File: src/rtl/msi_pkg.sv
package msi_pkg;
  localparam int ADDR_W = 64;
  localparam int DATA_W = 32;
  localparam int MSG_W  = 16;
  localparam int REG_W  = 32;
  localparam int BE_W   = DATA_W / 8;
  localparam int ALIGN_BITS = 2;

  typedef enum logic [1:0] {
    RIDX_CTRL = 2'd0,
    RIDX_ALO  = 2'd1,
    RIDX_AHI  = 2'd2,
    RIDX_DATA = 2'd3
  } reg_idx_e;

  typedef struct packed {
    logic [ADDR_W-1:0] addr;
    logic [DATA_W-1:0] data;
    logic [BE_W-1:0]   be;
    logic              is64;
  } msi_req_t;
endpackage

File: src/rtl/msi_cap_regs.sv
module msi_cap_regs
  import msi_pkg::*;
(
  input  logic              clk,
  input  logic              rst_n,
  input  logic              wr_en,
  input  logic [1:0]        idx,
  input  logic [REG_W-1:0]  wdata,
  output logic [REG_W-1:0]  rdata,
  output logic              enable,
  output logic [ADDR_W-1:0] tgt_addr,
  output logic [MSG_W-1:0]  msg
);
  localparam int HI_W = ADDR_W - REG_W;

  logic              en_q;
  logic [REG_W-1:0]  alo_q;
  logic [HI_W-1:0]   ahi_q;
  logic [MSG_W-1:0]  msg_q;

  always_ff @(posedge clk) begin
    if (!rst_n) begin
      en_q  <= 1'b0;
      alo_q <= '0;
      ahi_q <= '0;
      msg_q <= '0;
    end else if (wr_en) begin
      case (reg_idx_e'(idx))
        RIDX_CTRL: en_q  <= wdata[0];
        RIDX_ALO:  alo_q <= {wdata[REG_W-1:ALIGN_BITS], {ALIGN_BITS{1'b0}}};
        RIDX_AHI:  ahi_q <= wdata[HI_W-1:0];
        RIDX_DATA: msg_q <= wdata[MSG_W-1:0];
        default: ;
      endcase
    end
  end

  always_comb begin
    case (reg_idx_e'(idx))
      RIDX_CTRL: rdata = {{(REG_W-1){1'b0}}, en_q};
      RIDX_ALO:  rdata = alo_q;
      RIDX_AHI:  rdata = ahi_q;
      RIDX_DATA: rdata = {{(REG_W-MSG_W){1'b0}}, msg_q};
      default:   rdata = '0;
    endcase
  end

  assign enable   = en_q;
  assign tgt_addr = {ahi_q, alo_q};
  assign msg      = msg_q;
endmodule

File: src/rtl/msi_trigger.sv
module msi_trigger (
  input  logic clk,
  input  logic rst_n,
  input  logic irq_in,
  input  logic enable,
  input  logic slot_free,
  output logic issue
);
  logic irq_d;
  logic pend_q;
  logic edge_seen;

  assign edge_seen = irq_in & ~irq_d;
  assign issue     = enable & slot_free & (edge_seen | pend_q);

  always_ff @(posedge clk) begin
    if (!rst_n) begin
      irq_d  <= 1'b0;
      pend_q <= 1'b0;
    end else begin
      irq_d <= irq_in;
      if (!enable)
        pend_q <= 1'b0;
      else if (issue)
        pend_q <= 1'b0;
      else if (edge_seen && !slot_free)
        pend_q <= 1'b1;
    end
  end
endmodule

File: src/rtl/msi_req_stage.sv
module msi_req_stage
  import msi_pkg::*;
(
  input  logic              clk,
  input  logic              rst_n,
  input  logic              issue,
  input  logic [ADDR_W-1:0] tgt_addr,
  input  logic [MSG_W-1:0]  msg,
  input  logic              ready,
  output logic              valid,
  output logic              slot_free,
  output msi_req_t          req
);
  localparam int HI_W = ADDR_W - REG_W;

  logic     valid_q;
  msi_req_t req_q;
  msi_req_t req_next;

  always_comb begin
    req_next.addr = tgt_addr;
    req_next.data = {{(DATA_W-MSG_W){1'b0}}, msg};
    req_next.be   = {BE_W{1'b1}};
    req_next.is64 = |tgt_addr[ADDR_W-1:ADDR_W-HI_W];
  end

  assign slot_free = ~valid_q | ready;

  always_ff @(posedge clk) begin
    if (!rst_n) begin
      valid_q <= 1'b0;
      req_q   <= '0;
    end else if (issue) begin
      valid_q <= 1'b1;
      req_q   <= req_next;
    end else if (ready) begin
      valid_q <= 1'b0;
    end
  end

  assign valid = valid_q;
  assign req   = req_q;
endmodule

File: src/rtl/msi_gen.sv
module msi_gen
  import msi_pkg::*;
(
  input  logic              clk,
  input  logic              rst_n,
  input  logic              irq_in,
  input  logic              reg_wr_en,
  input  logic [1:0]        reg_addr,
  input  logic [REG_W-1:0]  reg_wr_data,
  output logic [REG_W-1:0]  reg_rd_data,
  output logic              wr_valid,
  input  logic              wr_ready,
  output logic [ADDR_W-1:0] wr_addr,
  output logic [DATA_W-1:0] wr_data,
  output logic [BE_W-1:0]   wr_be,
  output logic              wr_is64
);
  logic              en_q;
  logic [ADDR_W-1:0] tgt_addr;
  logic [MSG_W-1:0]  msg;
  logic              slot_free;
  logic              issue;
  msi_req_t          req;

  msi_cap_regs u_regs (
    .clk(clk), .rst_n(rst_n), .wr_en(reg_wr_en), .idx(reg_addr),
    .wdata(reg_wr_data), .rdata(reg_rd_data), .enable(en_q),
    .tgt_addr(tgt_addr), .msg(msg)
  );

  msi_trigger u_trig (
    .clk(clk), .rst_n(rst_n), .irq_in(irq_in), .enable(en_q),
    .slot_free(slot_free), .issue(issue)
  );

  msi_req_stage u_out (
    .clk(clk), .rst_n(rst_n), .issue(issue), .tgt_addr(tgt_addr),
    .msg(msg), .ready(wr_ready), .valid(wr_valid),
    .slot_free(slot_free), .req(req)
  );

  assign wr_addr = req.addr;
  assign wr_data = req.data;
  assign wr_be   = req.be;
  assign wr_is64 = req.is64;
endmodule

File: config.mk
export PLATFORM = sky130hd
export DESIGN_NAME = msi_gen
export DESIGN_NICKNAME = d
export VERILOG_FILES = /design/src/rtl/msi_pkg.sv /design/src/rtl/msi_cap_regs.sv /design/src/rtl/msi_trigger.sv /design/src/rtl/msi_req_stage.sv /design/src/rtl/msi_gen.sv
export SDC_FILE = /design/constraint.sdc
export NUM_CORES = 1
export LEC_CHECK = 0
export BUFFER_PORTS_ARGS = -buffer_cell sky130_fd_sc_hd__buf_2
export CAP_MARGIN = 20
export CORE_AREA = 5 5 120 122
export DETAILED_ROUTE_END_ITERATION = 16
export DIE_AREA = 0 0 125 127
export PLACE_DENSITY_LB_ADDON = 0.1
export SLEW_MARGIN = 0
export SYNTH_ARGS = -nofsm -noshare
export SYNTH_HDL_FRONTEND = slang
export SYNTH_SLANG_ARGS = --single-unit
File: constraint.sdc
create_clock -name clk -period 3.7 [get_ports clk]
set_clock_uncertainty 0.15 [all_clocks]
set_input_delay 0.185 -clock clk [delete_from_list [all_inputs] [get_ports clk]]
set_output_delay 0.185 -clock clk [all_outputs]
set_load 0.03 [all_outputs]
==> run_results.csv, run 1 <==
group,metric,value,unit
cells_and_area,layout_commonest_cell,"sky130_fd_sc_hd__nand2_1",
worst_setup_path,critPathLaunchType,"input pin",
synthesis,synth_xor_area_frac,0,
min_path,worst_hold_path_type,"in -> reg",
synthesis,seq_area_frac_synth,0.504,
timing,worstMarginPinSlew,1010,ps
worst_setup_path,worstReg2RegEnd,"u_out.req[74]$_SDFFE_PN0P_",
route,vias_per_cell,5.17,
synthesis,synth_compound_area_frac,0.182,
floorplan,floorplan.initialDensity,0.492,
global_routing,grt_first_pass_wirelength,28.9,mm
timing,final.period_utilization,0.621,
timing,maxSlewHeadroom,0.329,
synthesis,synthMuxAreaShare,0.0278,
floorplan,top_level_ports,173,
floorplan,area_of_the_die,0.0159,mm2
global_routing,globalRouteTotalUtil,0.222,
timing,fmaxAchievable,435,MHz
clocking,latest_clock_arrival_within_the_worst_skew_pair,420,ps
power_and_ir_drop,cellPowerDensity,483,mW/mm2
cells_and_area,finalNetCount,986,
route,drt_pass1_iterations,5,
worst_setup_path,worst-path-stages,7,
cells_and_area,insertedDiodeCount,0,
global_routing,grt_pass1_vias,5814,
timing,report.final.slew_viol_count,0,
run,maxCapViolCount,0,
timing,timing_hold_violations_final,0,
placement,gp_congestion,0.828,
clocking,cts_setup_buffers,0,
synthesis,cell_area_after_synthesis,0.00644,mm2
floorplan,fp.dieH,127,um
worst_setup_path,setup.worst_path.start,"irq_in",
worst_setup_path,timing.critical_path.to,"u_out.req[74]$_SDFFE_PN0P_",
timing,final.min_clock_period,2300,ps
worst_setup_path,crit_slowest_cell,"sky130_fd_sc_hd__o211ai_4",
global_routing,grt_antenna_before_repair,0,
worst_setup_path,critical-path-max-stage-delay,590,ps
synthesis,syn-instance-count,795,
clocking,max_h_tree_level,4,
clocking,ctsLongestPathBuffers,2,
route,remaining_drc_errors,0,
synthesis,synth_simple_gate_area_frac,0.210,
worst_setup_path,crit-reg2reg-launch,"u_trig.irq_d$_SDFF_PN0_",
clocking,cts_tree,"done",
worst_setup_path,critical_path.max_fanout,53,
synthesis,number_of_enable_flip_flop_cells_after_synthesis,0,
route,via_count,5852,
route,first_iter_violations,439,
outcome,outcome,"completed",
synthesis,avgSynthCellArea,8.10,um2
timing,setup_repair_after_global_routing_missed_its_margin,"no",
placement,portBuffers,154,
synthesis,largest_family_of_logic_cells_by_synthesized_area,"simple AND/OR/NAND/NOR gates",
route,wl,17.9,mm
worst_setup_path,crit_path_end_kind,"flop",
floorplan,floorplan.rows,42,
route,detail-route-antenna-nets,0,
worst_setup_path,worstPathArrival,2480,ps
synthesis,ys_dominant_reg_cell,"sky130_fd_sc_hd__dfxtp_1",
cells_and_area,layout_common_cells,"sky130_fd_sc_hd__nand2_1 (316), sky130_fd_sc_hd__dfxtp_1 (162), sky130_fd_sc_hd__buf_2 (154)",
power_and_ir_drop,irDropWorstVdd,247,uV
cells_and_area,fillerInstances,1179,
placement,post-dp-hpwl,11.6,mm
global_routing,grt_max_degree,102,
floorplan,core_region,0.0131,mm2
synthesis,asyncSetResetFlopFracSynth,0,
cells_and_area,layout-drive-gt1-share,0.219,
worst_setup_path,r2r.worst_path.cells,5,
power_and_ir_drop,leakage_power,0.00330,uW
worst_setup_path,setup.worst_path.class,"in -> reg",
worst_setup_path,path_delay_family,"buffers and inverters",
synthesis,yosys.area.top_type_share,0.504,
clocking,cts_inserted_buffers,17,
synthesis,synth-seq-cells,162,
synthesis,yosysUniqueCellTypes,29,
timing,fin_hold_ws,82.4,ps
clocking,tritoncts_num_sinks,162,
worst_setup_path,cp.buffers_inverters,3,
route,wire_per_inst,15.8,um
timing,setup_total_neg_slack,0,ps
cells_and_area,area_growth_syn_to_layout,24.8,%
worst_setup_path,ff2ff_setup_slack,1560,ps
synthesis,synth.area.top_cells,"sky130_fd_sc_hd__dfxtp_1 (50%), sky130_fd_sc_hd__nand2_1 (18%), sky130_fd_sc_hd__a21oi_1 (10%)",
timing,setup_viol,0,
clocking,clkTransAtPathRegs,60,ps
global_routing,grt_residual_overflow,0,
worst_setup_path,critical_path_cell_sequence,"dlygate4sd3_1, buf_2, nor2b_4, o211ai_4, buf_4, nand2_1, a21oi_1",
worst_setup_path,required,3880,ps
clocking,root_buffer,"sky130_fd_sc_hd__clkbuf_16",
synthesis,synth_warnings,0,
synthesis,synth_area_leader_cell,"sky130_fd_sc_hd__dfxtp_1",
floorplan,die_w,125,um
synthesis,synth_fa_ha_area_frac,0,
==> state kept, by name, indices dropped and copies added, names as in the netlist <==
register,cells
u_regs.msg,16
u_regs.ahi_q,32
u_trig.irq_d,1
u_out.req,80
u_out.valid,1
u_regs.alo_q,30
u_trig.pend_q,1
u_regs.enable,1
==> cell type report <==
type / instances / area [um2] / share of cell area
clock buffers: 24 / 502 / 0.0625
clock inverters: 5 / 100 / 0.0125
inverters: 1 / 6.26 / 0.000779
multi-input cells: 569 / 2780 / 0.346
flip-flops and latches: 162 / 3240 / 0.404
well taps: 176 / 220 / 0.0274
repair buffers: 196 / 1180 / 0.147
==> tightest hold or removal path, delay by kind of cell <==
family / cells / cell delay, ps
buffers and inverters: 1 / 110
AND/OR/NAND/NOR: 2 / 310
==> cells by family after synthesis <==
logic type             count (synthesis)
multiplexers                          16
AO/OA/AOI/OAI                        194
buffers and inverters                 81
flip-flops                           162
other                                  1
AND/OR/NAND/NOR                      341
==> cells in the mapped netlist (7+ instances only) <==
library cell,n
sky130_fd_sc_hd__nand2_1,316
sky130_fd_sc_hd__dfxtp_1,162
sky130_fd_sc_hd__a21oi_1,131
sky130_fd_sc_hd__a22o_1,31
sky130_fd_sc_hd__buf_2,27
sky130_fd_sc_hd__buf_4,27
sky130_fd_sc_hd__clkbuf_1,19
sky130_fd_sc_hd__a21boi_1,16
sky130_fd_sc_hd__mux2_2,15
sky130_fd_sc_hd__a21boi_0,11
sky130_fd_sc_hd__nor4_1,8
sky130_fd_sc_hd__buf_6,7
==> report_power, final <==
group | internal [uW] | total (uW) | switching, uW
registers | 1780 | 1800 | 29.1
clock network | 1140 | 1790 | 656
logic | 97.6 | 281 | 184
total | 3010 | 3880 | 868
==> worst min path at each step <==
stage / slack, ps / startpoint / cells past startpoint / to
finish: 80 / wr_ready / 3 / u_trig.pend_q$_SDFFE_PP0P_
global route: 110 / wr_ready / 3 / u_trig.pend_q$_SDFFE_PP0P_
CTS: 70 / wr_ready / 3 / u_trig.pend_q$_SDFFE_PP0P_
detailed placement: 280 / irq_in / 2 / u_trig.irq_d$_SDFF_PN0_
global placement: 280 / irq_in / 2 / u_trig.irq_d$_SDFF_PN0_
floorplan: 160 / irq_in / 1 / u_trig.irq_d$_SDFF_PN0_
==> metrics by stage <==
step	std cells	cell area, um2	power, uW	utilization	worst slack, ps
finish	1133	8030	3880	0.614	1400
global route	1133	8030	4010	0.614	1180
CTS	1132	8020	3900	0.613	1410
detailed placement	1069	7080	2090	0.541	1420
global placement	1069	7080	2090	0.541	1470
floorplan	812	6500	2030	-	2170
==> per-layer routing <==
metal | vias up | GRT usage | wire length, um | share of wire
met1 | 2735 | 0.281 | 7830 | 0.44
met3 | 24 | 0.0559 | 1220 | 0.068
met2 | 207 | 0.366 | 8440 | 0.47
li1 | 2886 | - | - | -
met5 | - | 0 | 0 | 0
met4 | 0 | 0.0886 | 368 | 0.021
==> what timing repair did <==
action | CTS | global route
hold buffers | 34 | 0
hold endpoints to repair | 80 | 0
endpoints found under the setup margin | 0 | 0
gates resized for setup | 0 | 0
Power figures use the tool's default switching activity.
==> run 2, diff against run 1 <==
==> constraint.sdc (replaced) <==
create_clock -name clk -period 2.4 [get_ports clk]
set_clock_uncertainty 0.15 [all_clocks]
set_input_delay 0.12 -clock clk [delete_from_list [all_inputs] [get_ports clk]]
set_output_delay 0.12 -clock clk [all_outputs]
set_load 0.03 [all_outputs]
==> run_results.csv, run 2 (synthesized netlist as in run 1, its figures left out) <==
group,metric,value,unit
floorplan,top_level_ports,173,
worst_setup_path,crit_path_end_kind,"flop",
cells_and_area,fin_util,0.624,
timing,report.final.slew_viol_count,0,
clocking,cts_tree,"done",
route,via_count,5956,
power_and_ir_drop,leakage_power,0.00336,uW
route,route.top_layer_used,"met4",
clocking,ctsLongestPathBuffers,2,
worst_setup_path,crit_slowest_cell,"sky130_fd_sc_hd__dlygate4sd3_1",
min_path,worst_hold_path_type,"in -> reg",
timing,worstMarginPinSlew,711,ps
floorplan,area_of_the_die,0.0159,mm2
floorplan,fp.dieH,127,um
timing,setup_repair_after_global_routing_missed_its_margin,"no",
clocking,latest_clock_arrival_within_the_worst_skew_pair,420,ps
floorplan,die_w,125,um
timing,maxSlewHeadroom,0.526,
route,met3_length,1.21,mm
cells_and_area,layout_commonest_cell,"sky130_fd_sc_hd__nand2_1",
power_and_ir_drop,cellPowerDensity,742,mW/mm2
clocking,hold_buffers,35,
global_routing,grt_antenna_before_repair,0,
run,maxCapViolCount,0,
timing,fmaxAchievable,558,MHz
cells_and_area,max_reg_flops,80,
floorplan,floorplan.initialDensity,0.492,
worst_setup_path,path_delay_family,"buffers and inverters",
timing,final.min_clock_period,1790,ps
worst_setup_path,required,2600,ps
cells_and_area,layoutNonFillerInstCount,1144,
route,route.met2.wl,8.93,mm
worst_setup_path,timing.critical_path.to,"u_out.req[63]$_SDFFE_PN0P_",
worst_setup_path,worstPathArrival,1990,ps
route,first_iter_violations,443,
outcome,outcome,"completed",
worst_setup_path,worst-path-stages,7,
timing,fin_hold_ws,48.6,ps
placement,place.detailed.instances,1077,
route,wl_met1,7.92,mm
cells_and_area,area_growth_syn_to_layout,26.8,%
cells_and_area,layout_common_cells,"sky130_fd_sc_hd__nand2_1 (316), sky130_fd_sc_hd__dfxtp_1 (162), sky130_fd_sc_hd__buf_2 (154)",
placement,portBuffers,154,
timing,timing_hold_violations_final,0,
worst_setup_path,r2r.worst_path.cells,5,
global_routing,globalRouteTotalUtil,0.229,
placement,post-dp-hpwl,12.4,mm
placement,gp_congestion,0.834,
global_routing,grt_residual_overflow,0,
worst_setup_path,setup.worst_path.start,"wr_ready",
worst_setup_path,critical_path.max_fanout,52,
clocking,max_h_tree_level,4,
cells_and_area,layout-drive-gt1-share,0.228,
cells_and_area,finalNetCount,994,
timing,setup_total_neg_slack,0,ps
worst_setup_path,critPathLaunchType,"input pin",
power_and_ir_drop,irDropWorstVdd,463,uV
floorplan,floorplan.rows,42,
clocking,cts_setup_buffers,0,
clocking,post_cts.resized_instances,0,
worst_setup_path,ff2ff_setup_slack,690,ps
clocking,root_buffer,"sky130_fd_sc_hd__clkbuf_16",
worst_setup_path,critical_path_cell_sequence,"dlygate4sd3_1, buf_2, nand2b_1, o211a_4, buf_12, nand2_1, a21oi_1",
worst_setup_path,setup.worst_path.class,"in -> reg",
worst_setup_path,cp.buffers_inverters,3,
route,remaining_drc_errors,0,
timing,final.period_utilization,0.747,
clocking,cts_inserted_buffers,17,
worst_setup_path,crit-reg2reg-launch,"u_out.valid$_SDFFE_PN0P_",
global_routing,grt_max_degree,53,
route,wire_per_inst,15.9,um
floorplan,core_region,0.0131,mm2
worst_setup_path,worstReg2RegEnd,"u_out.req[63]$_SDFFE_PN0P_",
cells_and_area,insertedDiodeCount,0,
worst_setup_path,critical-path-max-stage-delay,540,ps
route,wl,18.2,mm
route,vias_per_cell,5.21,
route,detail-route-antenna-nets,0,
global_routing,grt_pass1_vias,5912,
clocking,clkTransAtPathRegs,60,ps
timing,setup_viol,0,
clocking,tritoncts_num_sinks,162,
route,drt_pass1_iterations,7,
global_routing,grt_first_pass_wirelength,29.6,mm
==> run 2: final cells by class <==
class	instances	area, um2
sequential	162	3240
clock inverter	9	126
inverter	1	6.26
fill	1170	4920
timing repair buffer	204	1280
multi-input combinational	569	2780
clock buffer	23	498
tap	176	220
==> run 2: worst min path at each step <==
stage	start	endpoint	cells after the start	slack, ps
floorplan	irq_in	u_trig.irq_d$_SDFF_PN0_	1	90
finish	reg_addr[0]	u_regs.enable$_SDFFE_PN0P_	4	50
detailed placement	irq_in	u_trig.irq_d$_SDFF_PN0_	2	190
global route	reg_addr[0]	u_regs.enable$_SDFFE_PN0P_	4	60
CTS	reg_addr[0]	u_regs.enable$_SDFFE_PN0P_	4	30
global placement	irq_in	u_trig.irq_d$_SDFF_PN0_	2	190
==> run 2: per-stage QoR <==
step	instance area [um2]	power (uW)	worst slack (ps)
6_report	8160	6050	606
5_1_grt	8160	6250	495
4_1_cts	8160	6090	612
3_5_place_dp	7190	3250	542
3_3_place_gp	7190	3240	636
2_1_floorplan	6500	3130	872
==> run 2: tightest hold or removal path, delay by kind of cell <==
family,cells,cell delay (ps)
AND/OR/NAND/NOR,2,190
AO/OA/AOI/OAI,1,50
buffers and inverters,1,210
==> run 2: report_power, final <==
part	leakage [uW]	switching, uW	internal (uW)
sequential	0.00131	46.0	2740
combinational	0.00174	288	163
clock	0.000309	1050	1770
total	0.00336	1380	4670
==> run 2: routing by layer <==
layer | up-vias | global-route usage
met5 | - | 0
met4 | 0 | 0.0625
met3 | 9 | 0.0689
met2 | 219 | 0.394
met1 | 2825 | 0.281
li1 | 2903 | -
==> run 3, diff against run 2 <==
--- a/config.mk
+++ b/config.mk
@@ -7,9 +7,9 @@
 export LEC_CHECK = 0
 export BUFFER_PORTS_ARGS = -buffer_cell sky130_fd_sc_hd__buf_2
 export CAP_MARGIN = 20
-export CORE_AREA = 5 5 120 122
+export CORE_AREA = 5 5 124 126
 export DETAILED_ROUTE_END_ITERATION = 16
-export DIE_AREA = 0 0 125 127
+export DIE_AREA = 0 0 129 131
 export PLACE_DENSITY_LB_ADDON = 0.1
 export SLEW_MARGIN = 0
 export SYNTH_ARGS = -nofsm -noshare
==> constraint.sdc (replaced) <==
create_clock -name clk -period 1.61 [get_ports clk]
set_clock_uncertainty 0.15 [all_clocks]
set_input_delay 0.0805 -clock clk [delete_from_list [all_inputs] [get_ports clk]]
set_output_delay 0.0805 -clock clk [all_outputs]
set_load 0.03 [all_outputs]
==> run_results.csv, run 3 (synthesized netlist as in run 1, its figures left out) <==
group,metric,value,unit
clocking,clkTransAtPathRegs,60,ps
clocking,cts_inserted_buffers,17,
worst_setup_path,critical_path.max_fanout,4,
global_routing,grt_antenna_before_repair,0,
worst_setup_path,cp.buffers_inverters,1,
worst_setup_path,required,1380,ps
global_routing,grt_pass1_vias,5684,
route,first_iter_violations,438,
floorplan,die_w,129,um
run,maxCapViolCount,0,
cells_and_area,max_reg_flops,80,
placement,place.detailed.instances,1109,
min_path,worst_hold_path_type,"in -> reg",
route,drt_pass1_iterations,4,
route,wire_per_inst,15.8,um
timing,timing_hold_violations_final,0,
timing,maxSlewHeadroom,0.642,
worst_setup_path,setup.worst_path.class,"reg -> out",
timing,worstMarginPinSlew,532,ps
timing,report.final.slew_viol_count,0,
placement,pre_cts_ws,34.7,ps
placement,gp_congestion,0.823,
worst_setup_path,crit_slowest_cell,"sky130_fd_sc_hd__dfxtp_4",
route,vias_per_cell,5.10,
floorplan,area_of_the_die,0.0169,mm2
cells_and_area,layout-drive-gt1-share,0.280,
global_routing,globalRouteTotalUtil,0.218,
min_path,whs_path_depth,4,
global_routing,grt_first_pass_wirelength,28.9,mm
clocking,latest_clock_arrival_within_the_worst_skew_pair,430,ps
power_and_ir_drop,cellPowerDensity,997,mW/mm2
timing,fmaxAchievable,620,MHz
worst_setup_path,r2r.worst_path.cells,4,
floorplan,floorplan.rows,44,
route,via_count,6054,
placement,dpl_cell_area,0.00744,mm2
power_and_ir_drop,irDropWorstVdd,749,uV
route,remaining_drc_errors,0,
route,detail-route-antenna-nets,0,
cells_and_area,design_area,0.00858,mm2
worst_setup_path,worstPathArrival,1380,ps
clocking,max_h_tree_level,4,
worst_setup_path,critical_path_cell_sequence,"mux2_2, a22o_1, buf_6",
worst_setup_path,critical-path-max-stage-delay,360,ps
cells_and_area,fin_util,0.604,
route,wl,18.8,mm
clocking,root_buffer,"sky130_fd_sc_hd__clkbuf_16",
cells_and_area,layoutNonFillerInstCount,1188,
worst_setup_path,critPathLaunchType,"flop",
placement,post-dp-hpwl,13.1,mm
clocking,cts_tree,"done",
cells_and_area,insertedDiodeCount,0,
global_routing,grt_max_degree,45,
cells_and_area,layout_common_cells,"sky130_fd_sc_hd__nand2_1 (316), sky130_fd_sc_hd__buf_2 (139), sky130_fd_sc_hd__dfxtp_1 (138)",
worst_setup_path,worst-path-stages,3,
timing,setup_viol,1,
timing,final.min_clock_period,1610,ps
cells_and_area,finalNetCount,1030,
timing,setup_total_neg_slack,-3.63,ps
power_and_ir_drop,leakage_power,0.00355,uW
worst_setup_path,path_delay_family,"flip-flops",
placement,portBuffers,154,
timing,setup_repair_after_global_routing_missed_its_margin,"yes",
clocking,tritoncts_num_sinks,162,
floorplan,top_level_ports,173,
timing,fin_ws,-3.63,ps
timing,final.period_utilization,1.00,
global_routing,grt_residual_overflow,0,
outcome,violations,"setup timing",
floorplan,floorplan.initialDensity,0.453,
cells_and_area,area_growth_syn_to_layout,33.3,%
outcome,outcome,"finished, violations left",
clocking,ctsLongestPathBuffers,2,
floorplan,core_region,0.0142,mm2
worst_setup_path,crit_path_end_kind,"output pin",
cells_and_area,layout_commonest_cell,"sky130_fd_sc_hd__nand2_1",
floorplan,fp.dieH,131,um
## run 3: cell types whose count changed in the layout (fill, tap and decap cells not counted), moves of 4 or more
cell	previous run	this run
sky130_fd_sc_hd__buf_12	4	9
sky130_fd_sc_hd__dfxtp_4	0	6
sky130_fd_sc_hd__buf_6	0	15
sky130_fd_sc_hd__mux2_2	15	11
sky130_fd_sc_hd__dfxtp_1	162	138
sky130_fd_sc_hd__buf_2	154	139
sky130_fd_sc_hd__mux2_4	0	4
sky130_fd_sc_hd__buf_4	11	41
sky130_fd_sc_hd__dfxtp_2	0	18
## run 3: per-layer routing
metal | wire (um) | up-vias | global-route usage
met4 | 358 | 0 | 0.0778
li1 | - | 2977 | -
met2 | 9230 | 200 | 0.376
met5 | 0 | - | 0
met3 | 1150 | 26 | 0.0504
met1 | 8080 | 2851 | 0.269
## run 3: area by class of cell
cell class              instances  area [um2]
clock buffers                  22         474
multi-input cells             569        2810
clock inverters                10        60.1
flip-flops and latches        162        3290
inverters                       1        6.26
repair buffers                240        1710
fillers                      1291        5630
well taps                     184         230
## run 3: per-stage QoR
stage / total power [uW] / hold WS, ps
3_5_place_dp: 4890 / 155
4_1_cts: 8610 / 11.6
2_1_floorplan: 4660 / 52.2
5_1_grt: 8840 / 54.2
3_3_place_gp: 4880 / 154
6_report: 8550 / 27.9
## run 3: path summary, 6_finish.rpt
check / from / slack [ps] / endpoint
hold / removal: reg_addr[0] / 30 / u_regs.enable$_SDFFE_PN0P_
setup reg to reg: u_regs.ahi_q[2]$_SDFFE_PN0P_ / 20 / u_out.req[0]$_SDFFE_PN0P_
hold reg to reg: u_out.req[46]$_SDFFE_PN0P_ / 300 / u_out.req[46]$_SDFFE_PN0P_
setup / recovery: u_regs.ahi_q[3]$_SDFFE_PN0P_ / -4 / reg_rd_data[3]
## run 3: what timing repair did
action,4_1_cts,5_1_grt
resized for setup,54,11
hold buffers,36,0
hold endpoints to repair,82,0
pin swaps,3,3
setup endpoints to repair,15,15
setup buffers,9,4
## run 3: report_power, final
part / total (uW) / switching (uW) / internal [uW]
registers: 4140 / 61.4 / 4080
logic: 767 / 455 / 311
clock network: 3650 / 1570 / 2070
total: 8550 / 2090 / 6460
## run 3: worst reg2reg max path, cell delays in order (launching register included)
cell and delay (ps):
sky130_fd_sc_hd__dfxtp_2 340, sky130_fd_sc_hd__nor4_1 500, sky130_fd_sc_hd__nand4_1 230, sky130_fd_sc_hd__nor3_1 220, sky130_fd_sc_hd__nor2_1 60
